--- config.mk ---
export PLATFORM = sky130hd
export DESIGN_NAME = dma_addr_chan
export DESIGN_NICKNAME = d
export VERILOG_FILES = /design/src/rtl/dma_chan_pkg.sv /design/src/rtl/dma_addr_ptr.sv /design/src/rtl/dma_unit_cnt.sv /design/src/rtl/dma_seq.sv /design/src/rtl/dma_addr_chan.sv
export SDC_FILE = /design/constraint.sdc
export NUM_CORES = 1
export LEC_CHECK = 0
export ABC_AREA = 0
export BUFFER_PORTS_ARGS = -buffer_cell sky130_fd_sc_hd__buf_2
export CAP_MARGIN = 10
export CORE_UTILIZATION = 53
export CTS_CLUSTER_DIAMETER = 150
export CTS_CLUSTER_SIZE = 40
export DETAILED_ROUTE_END_ITERATION = 8
export PLACE_DENSITY = 0.84
export REMOVE_ABC_BUFFERS = 1
export SLEW_MARGIN = 20
export SYNTH_ARGS = -nofsm -noshare
export SYNTH_HDL_FRONTEND = slang
export SYNTH_SLANG_ARGS = --single-unit
--- constraint.sdc ---
create_clock -name clk -period 2.8 [get_ports clk]
set_clock_uncertainty 0.05 [all_clocks]
set_input_delay 0.7 -clock clk [delete_from_list [all_inputs] [get_ports clk]]
set_output_delay 0.7 -clock clk [all_outputs]
set_load 0.005 [all_outputs]
--- src/rtl/dma_chan_pkg.sv ---
package dma_chan_pkg;
  typedef enum logic [2:0] {
    S_IDLE, S_WAIT, S_RDA, S_RDS, S_WRA, S_WRS, S_SGA, S_SGS
  } seq_state_t;
  localparam int unsigned N_PTR   = 2;
  localparam int unsigned PTR_SRC = 0;
  localparam int unsigned PTR_DST = 1;
endpackage

--- src/rtl/dma_addr_ptr.sv ---
module dma_addr_ptr #(
  parameter int unsigned AW   = 24,
  parameter int unsigned STEP = 2
) (
  input  logic          clk,
  input  logic          rst_n,
  input  logic          load,
  input  logic [AW-1:0] load_addr,
  input  logic          load_inc,
  input  logic          adv,
  output logic [AW-1:0] addr
);
  logic inc_q;

  always_ff @(posedge clk or negedge rst_n) begin
    if (!rst_n) begin
      addr  <= '0;
      inc_q <= 1'b0;
    end else if (load) begin
      addr  <= load_addr;
      inc_q <= load_inc;
    end else if (adv && inc_q) begin
      addr  <= addr + AW'(STEP);
    end
  end

  // a pointer without its step enable never moves on a word boundary
  p_fixed_ptr_r9: assert property (@(posedge clk) disable iff (!rst_n)
    (adv && !inc_q && !load) |=> $stable(addr));
endmodule

--- src/rtl/dma_unit_cnt.sv ---
module dma_unit_cnt #(
  parameter int unsigned CW = 16
) (
  input  logic          clk,
  input  logic          rst_n,
  input  logic          load,
  input  logic [CW-1:0] load_val,
  input  logic          dec,
  output logic          last
);
  logic [CW-1:0] cnt;

  always_ff @(posedge clk or negedge rst_n) begin
    if (!rst_n)    cnt <= '0;
    else if (load) cnt <= load_val;
    else if (dec)  cnt <= cnt - CW'(1);
  end

  assign last = (cnt == CW'(1));

  // a word never completes with nothing left to move
  p_no_underflow_r10: assert property (@(posedge clk) disable iff (!rst_n)
    dec |-> (cnt != '0));
endmodule

--- src/rtl/dma_seq.sv ---
module dma_seq
  import dma_chan_pkg::*;
(
  input  logic clk,
  input  logic rst_n,
  input  logic start_ok,
  input  logic reject,
  input  logic mode_single,
  input  logic dir_wr,
  input  logic dreq,
  input  logic last,
  output logic unit_end,
  output logic sel_dst,
  output logic cap_en,
  output logic bus_as,
  output logic bus_rd,
  output logic bus_wr,
  output logic bus_doe,
  output logic dack,
  output logic busy,
  output logic done,
  output logic err
);
  seq_state_t st, st_nx;
  logic single_q, wr_q;

  always_comb begin
    st_nx = st;
    case (st)
      S_IDLE:  if (start_ok) st_nx = mode_single ? S_WAIT : S_RDA;
      S_WAIT:  if (dreq) st_nx = S_SGA;
      S_RDA:   st_nx = S_RDS;
      S_RDS:   st_nx = S_WRA;
      S_WRA:   st_nx = S_WRS;
      S_WRS:   st_nx = last ? S_IDLE : S_RDA;
      S_SGA:   st_nx = S_SGS;
      S_SGS:   st_nx = last ? S_IDLE : S_WAIT;
      default: st_nx = S_IDLE;
    endcase
  end

  assign unit_end = (st == S_WRS) || (st == S_SGS);

  always_ff @(posedge clk or negedge rst_n) begin
    if (!rst_n) begin
      st       <= S_IDLE;
      single_q <= 1'b0;
      wr_q     <= 1'b0;
      done     <= 1'b0;
      err      <= 1'b0;
    end else begin
      st   <= st_nx;
      done <= unit_end && last;
      if (start_ok) begin
        single_q <= mode_single;
        wr_q     <= dir_wr;
        err      <= 1'b0;
      end else if (reject) begin
        err <= 1'b1;
      end
    end
  end

  logic sg;
  assign sg      = (st == S_SGA) || (st == S_SGS);
  assign busy    = (st != S_IDLE);
  assign bus_as  = busy && (st != S_WAIT);
  assign bus_rd  = (st == S_RDS) || ((st == S_SGS) && !wr_q);
  assign bus_wr  = (st == S_WRS) || ((st == S_SGS) && wr_q);
  assign bus_doe = (st == S_WRA) || (st == S_WRS);
  assign dack    = sg;
  assign sel_dst = bus_doe || (sg && wr_q);
  assign cap_en  = (st == S_RDS);

  p_strobe_excl_r11: assert property (@(posedge clk) disable iff (!rst_n)
    !(bus_rd && bus_wr));
  p_strobe_in_as_r11: assert property (@(posedge clk) disable iff (!rst_n)
    (bus_rd || bus_wr) |-> bus_as);
  p_dack_with_as_r5: assert property (@(posedge clk) disable iff (!rst_n)
    dack |-> (bus_as && single_q));
  p_single_hiz_r7: assert property (@(posedge clk) disable iff (!rst_n)
    dack |-> !bus_doe);
  p_done_pulse_r10: assert property (@(posedge clk) disable iff (!rst_n)
    done |=> !done);
  p_done_idle_r10: assert property (@(posedge clk) disable iff (!rst_n)
    done |-> !busy);
endmodule

--- src/rtl/dma_addr_chan.sv ---
module dma_addr_chan
  import dma_chan_pkg::*;
#(
  parameter int unsigned   AW         = 24,
  parameter int unsigned   DW         = 16,
  parameter int unsigned   CW         = 16,
  parameter int unsigned   UNIT_BYTES = DW / 8,
  parameter logic [AW-1:0] INT_BASE   = AW'('hFF0000)
) (
  input  logic          clk,
  input  logic          rst_n,
  input  logic          cfg_start,
  input  logic          cfg_mode,
  input  logic          cfg_dir,
  input  logic [AW-1:0] cfg_src_addr,
  input  logic [AW-1:0] cfg_dst_addr,
  input  logic          cfg_src_inc,
  input  logic          cfg_dst_inc,
  input  logic [CW-1:0] cfg_count,
  output logic          busy,
  output logic          done,
  output logic          err,
  output logic [AW-1:0] bus_addr,
  output logic          bus_as,
  output logic          bus_rd,
  output logic          bus_wr,
  output logic [DW-1:0] bus_dout,
  output logic          bus_doe,
  input  logic [DW-1:0] bus_din,
  input  logic          dreq,
  output logic          dack
);
  logic [AW-1:0] ld_addr [N_PTR];
  logic          ld_inc  [N_PTR];
  logic [AW-1:0] ptr     [N_PTR];
  logic          unit_end, sel_dst, cap_en, last;
  logic          go, start_ok, reject, internal;
  logic [DW-1:0] rdata_q;

  assign ld_addr[PTR_SRC] = cfg_src_addr;
  assign ld_addr[PTR_DST] = cfg_dst_addr;
  assign ld_inc[PTR_SRC]  = cfg_src_inc;
  assign ld_inc[PTR_DST]  = cfg_dst_inc;

  // the single-mode memory address is the one the direction selects
  assign internal = (cfg_dir ? cfg_dst_addr : cfg_src_addr) >= INT_BASE;
  assign go       = cfg_start && !busy && (cfg_count != '0);
  assign reject   = go && cfg_mode && internal;
  assign start_ok = go && !reject;

  for (genvar g = 0; g < N_PTR; g++) begin : g_ptr
    dma_addr_ptr #(.AW(AW), .STEP(UNIT_BYTES)) i_ptr (
      .clk(clk), .rst_n(rst_n), .load(start_ok),
      .load_addr(ld_addr[g]), .load_inc(ld_inc[g]),
      .adv(unit_end), .addr(ptr[g])
    );
  end

  dma_unit_cnt #(.CW(CW)) i_cnt (
    .clk(clk), .rst_n(rst_n), .load(start_ok), .load_val(cfg_count),
    .dec(unit_end), .last(last)
  );

  dma_seq i_seq (
    .clk(clk), .rst_n(rst_n), .start_ok(start_ok), .reject(reject),
    .mode_single(cfg_mode), .dir_wr(cfg_dir), .dreq(dreq), .last(last),
    .unit_end(unit_end), .sel_dst(sel_dst), .cap_en(cap_en),
    .bus_as(bus_as), .bus_rd(bus_rd), .bus_wr(bus_wr), .bus_doe(bus_doe),
    .dack(dack), .busy(busy), .done(done), .err(err)
  );

  always_ff @(posedge clk or negedge rst_n) begin
    if (!rst_n)      rdata_q <= '0;
    else if (cap_en) rdata_q <= bus_din;
  end

  assign bus_addr = sel_dst ? ptr[PTR_DST] : ptr[PTR_SRC];
  assign bus_dout = rdata_q;

  // the acknowledged device cycle never addresses the on-chip region
  p_single_external_r8: assert property (@(posedge clk) disable iff (!rst_n)
    dack |-> (bus_addr < INT_BASE));
  // a refusal never starts a job
  p_reject_idle_r8: assert property (@(posedge clk) disable iff (!rst_n)
    reject |=> (!busy && err));
  // an accepted start is visible as busy one clock later
  p_start_busy_r2: assert property (@(posedge clk) disable iff (!rst_n)
    start_ok |=> busy);
endmodule

==> results.sh <==
export IMPL_drt_iter0_markers=171
export IMPL_post_route_period_util_pct=94.3
export IMPL_cts_hold_buffers_added=0
export IMPL_synth_distinct_cells=40
export IMPL_grt_max_degree=46
export IMPL_cts_max_level=3
export IMPL_ys_ff_latch=88
export IMPL_outcome="finished, violations left"
export IMPL_grt_pass1_vias=4412
export IMPL_arrival_ps=1890
export IMPL_ys_flop_type="dfrtp_1"
export IMPL_die_area_um2=9590
export IMPL_nNetsFinal=721
export IMPL_io_buffers=135
export IMPL_worstPathRequired_ps=2050
export IMPL_core_area_um2=8810
export IMPL_tightest_slew_ps=776
export IMPL_power_density_nw_per_um2=387
export IMPL_rsz0062_at_grt="false"
export IMPL_track_usage_pct=27.1
export IMPL_die_h_um=97.9
export IMPL_async_flop_share_pct=100
export IMPL_finalSetupViolCount=0
export IMPL_remaining_drc_errors=6
export IMPL_final_util_pct=67.1
export IMPL_drv_cap=0
export IMPL_vias=4299
export IMPL_crit_path_top_delay_cell="dfrtp_1"
export IMPL_wirelength_um=12400
export IMPL_nFillCells=686
export IMPL_synth_area_um2=4880
export IMPL_p_clk_share_pct=38.1
export IMPL_critPathMaxStageDelay_ps=470
export IMPL_internal_power_mw=1.70
export IMPL_rows=34
export IMPL_postRouteAntennaNets=0
export IMPL_yosys_area_top_type="dfrtp_1"
export IMPL_fmax_mhz=379
export IMPL_power_frac_comb_pct=5.5
export IMPL_critPathBufInv=3
export IMPL_p_sw_share_pct=25.8
export IMPL_syn_inst=498
export IMPL_layout_cells_non_filler=742
export IMPL_place_hpwl_um=9190
export IMPL_crit_family="buffers and inverters"
export IMPL_yosysSeqAreaShare_pct=45.2
export IMPL_synth_edf_count=0
export IMPL_postCtsSetupBuffers=0
export IMPL_drv_slew=0
export IMPL_antenna_found_initial=0
export IMPL_period_needed_ps=2640
export IMPL_synth_top_area_share_pct=45.2
export IMPL_hold_class="input pin to async pin"
export IMPL_clk_latency_ps=360
export IMPL_drive_gt1_share_pct=33.8
export IMPL_grt_pass1_wl_um=20700
export IMPL_cts_root_buffer="clkbuf_8"
export IMPL_path_cells="inv_1, a21o_1, buf_6, mux2_2, buf_2"
export IMPL_place_inst=726
export IMPL_start_util_pct=55.4
export IMPL_synth_area_leaders="dfrtp_1 45%, mux2_2 9.9%, nand2_1 5.4%"
export IMPL_power_leakage_nw=2.43
export IMPL_ctsResizeCount=0
export IMPL_die_w_um=97.9
export IMPL_gp_congestion=0.877
export IMPL_crit_path_max_fanout=24
export IMPL_p_seq_share_pct=56.3
export IMPL_switchingPower_uw=590
export IMPL_end_kind="output port"
export IMPL_tritoncts="done"
export IMPL_vdd_drop_max_uv=337
export IMPL_cts_buffer_depth=2
export IMPL_diodes=0
export IMPL_drt_pass1_iter_count=7
export IMPL_io_pins=136
export IMPL_setup_worst_path_class="flip-flop to output port"
export IMPL_grt_overflow_total=0
export IMPL_cts_sinks=88
export IMPL_wl_per_cell_um=16.7
export IMPL_via_per_inst=5.79
export IMPL_area_growth_pct=21.1
export IMPL_path_clk_slew_ps=100
export IMPL_startpoint_type="flip-flop"
export IMPL_postSynthAreaPerCell_um2=9.79
export IMPL_cts_buffers=9
export IMPL_hold_viol=0
export IMPL_ys_warn_count=0
export IMPL_slew_headroom_pct=48.1
export IMPL_violations="DRC"
[power groups by stage]
stage	registers (mW)	clock network, mW	logic, mW
after detailed placement	1.31	0	0.128
after global routing	1.29	0.951	0.142
after floorplan	1.31	0	0.0144
final	1.29	0.872	0.127
after global placement	1.31	0	0.124
after CTS	1.29	0.892	0.129
[logic make-up (layout without fill, tap and decap cells)]
| logic type | count (synthesis) | count (layout) | synth area share (%) |
|---|---|---|---|
| buf+inv | 35 | 171 | 2.95 |
| xor+xnor | 53 | 53 | 9.52 |
| flops | 88 | 88 | 45.2 |
| simple gates | 188 | 188 | 20.3 |
| fa+ha+maj | 4 | 4 | 1.03 |
| mux | 54 | 54 | 12.4 |
| compound gates | 76 | 76 | 8.65 |
[placed cells by master (no fill, tap or decap), types with 10 or more instances in the layout]
master   synthesis  layout
o21ai_1         40      40
and3_1          10      10
xnor2_1         24      24
nor3_1          14      14
buf_2           10     134
mux2_2          43      43
nand2_1         70      70
xor2_1          29      29
o21ai_0         16      16
nand3_1         21      21
dfrtp_1         88      88
nand4_1         22      22
nor2_1          20      20
[flip-flops by register name (all words and copies together), names as in the netlist]
name / count
i_seq.wr_q: 1
i_cnt.cnt: 16
bus_dout: 16
g_ptr.i_ptr.addr: 48
i_seq.done: 1
g_ptr.i_ptr.inc_q: 2
i_seq.st: 3
i_seq.err: 1
[synth_stat cells (2+ instances only)]
cell type   n
nor2_1     20
o22a_1      2
inv_1       9
o211ai_1    2
nand3b_1    3
mux2i_1     3
and2_1      2
clkbuf_1   15
and3_1     10
nand3_1    21
o21ai_1    40
nand4b_1    3
a31oi_1     2
mux2_1      8
dfrtp_1    88
buf_2      10
nor4_1      8
a221o_1     3
nor4b_2     3
nand4_1    22
o21ai_0    16
ha_1        4
a21oi_1     8
xnor2_1    24
mux2_2     43
and4_1      4
xor2_1     29
or4_4       2
nand2_1    70
nor3_1     14
[per-stage QoR]
| stage | cell area (um2) | setup TNS (ps) | total power, mW | hold WS, ps | worst slack, ps |
|---|---|---|---|---|---|
| final | 5900 | 0 | 2.29 | 286 | 158 |
| after global routing | 5900 | 0 | 2.38 | 307 | 50.4 |
| after CTS | 5900 | 0 | 2.31 | 277 | 65.5 |
| after detailed placement | 5710 | 0 | 1.44 | 419 | 303 |
| after global placement | 5710 | 0 | 1.44 | 411 | 398 |
| after floorplan | 4770 | -257250 | 1.33 | 354 | -3930 |
[layer usage]
metal | part of all wire [%] | routed length (um) | track usage, %
met5 | 0 | 0 | 0
met4 | 2.5 | 311 | 9.67
met3 | 7.5 | 928 | 7.02
met2 | 48 | 5970 | 45.1
met1 | 42 | 5170 | 34.2
[final timing paths]
path                                       from  slack, ps  cells past startpoint                      end
setup / recovery                    i_seq.st[2]        160                      5              bus_addr[2]
min in group clk           g_ptr[1].i_ptr.inc_q        440                      1     g_ptr[1].i_ptr.inc_q
setup reg to reg                    i_seq.st[1]        260                      5   g_ptr[1].i_ptr.addr[0]
max in group asynchronous                 rst_n       1770                      2  g_ptr[0].i_ptr.addr[18]
hold reg to reg            g_ptr[1].i_ptr.inc_q        440                      1     g_ptr[1].i_ptr.inc_q
hold / removal                            rst_n        290                      1   g_ptr[1].i_ptr.addr[6]
[final cells by class]
cell class              count  area, um2  share of cell area [%]
inverters                   9       33.8                   0.572
well taps                 108        135                    2.29
multi-input cells         375       2540                    43.0
clock buffers               9        124                    2.10
clock inverters             7       67.6                    1.14
flip-flops and latches     88       2200                    37.3
repair buffers            146        802                    13.6
No activity file was read; power rests on OpenSTA's default activity.
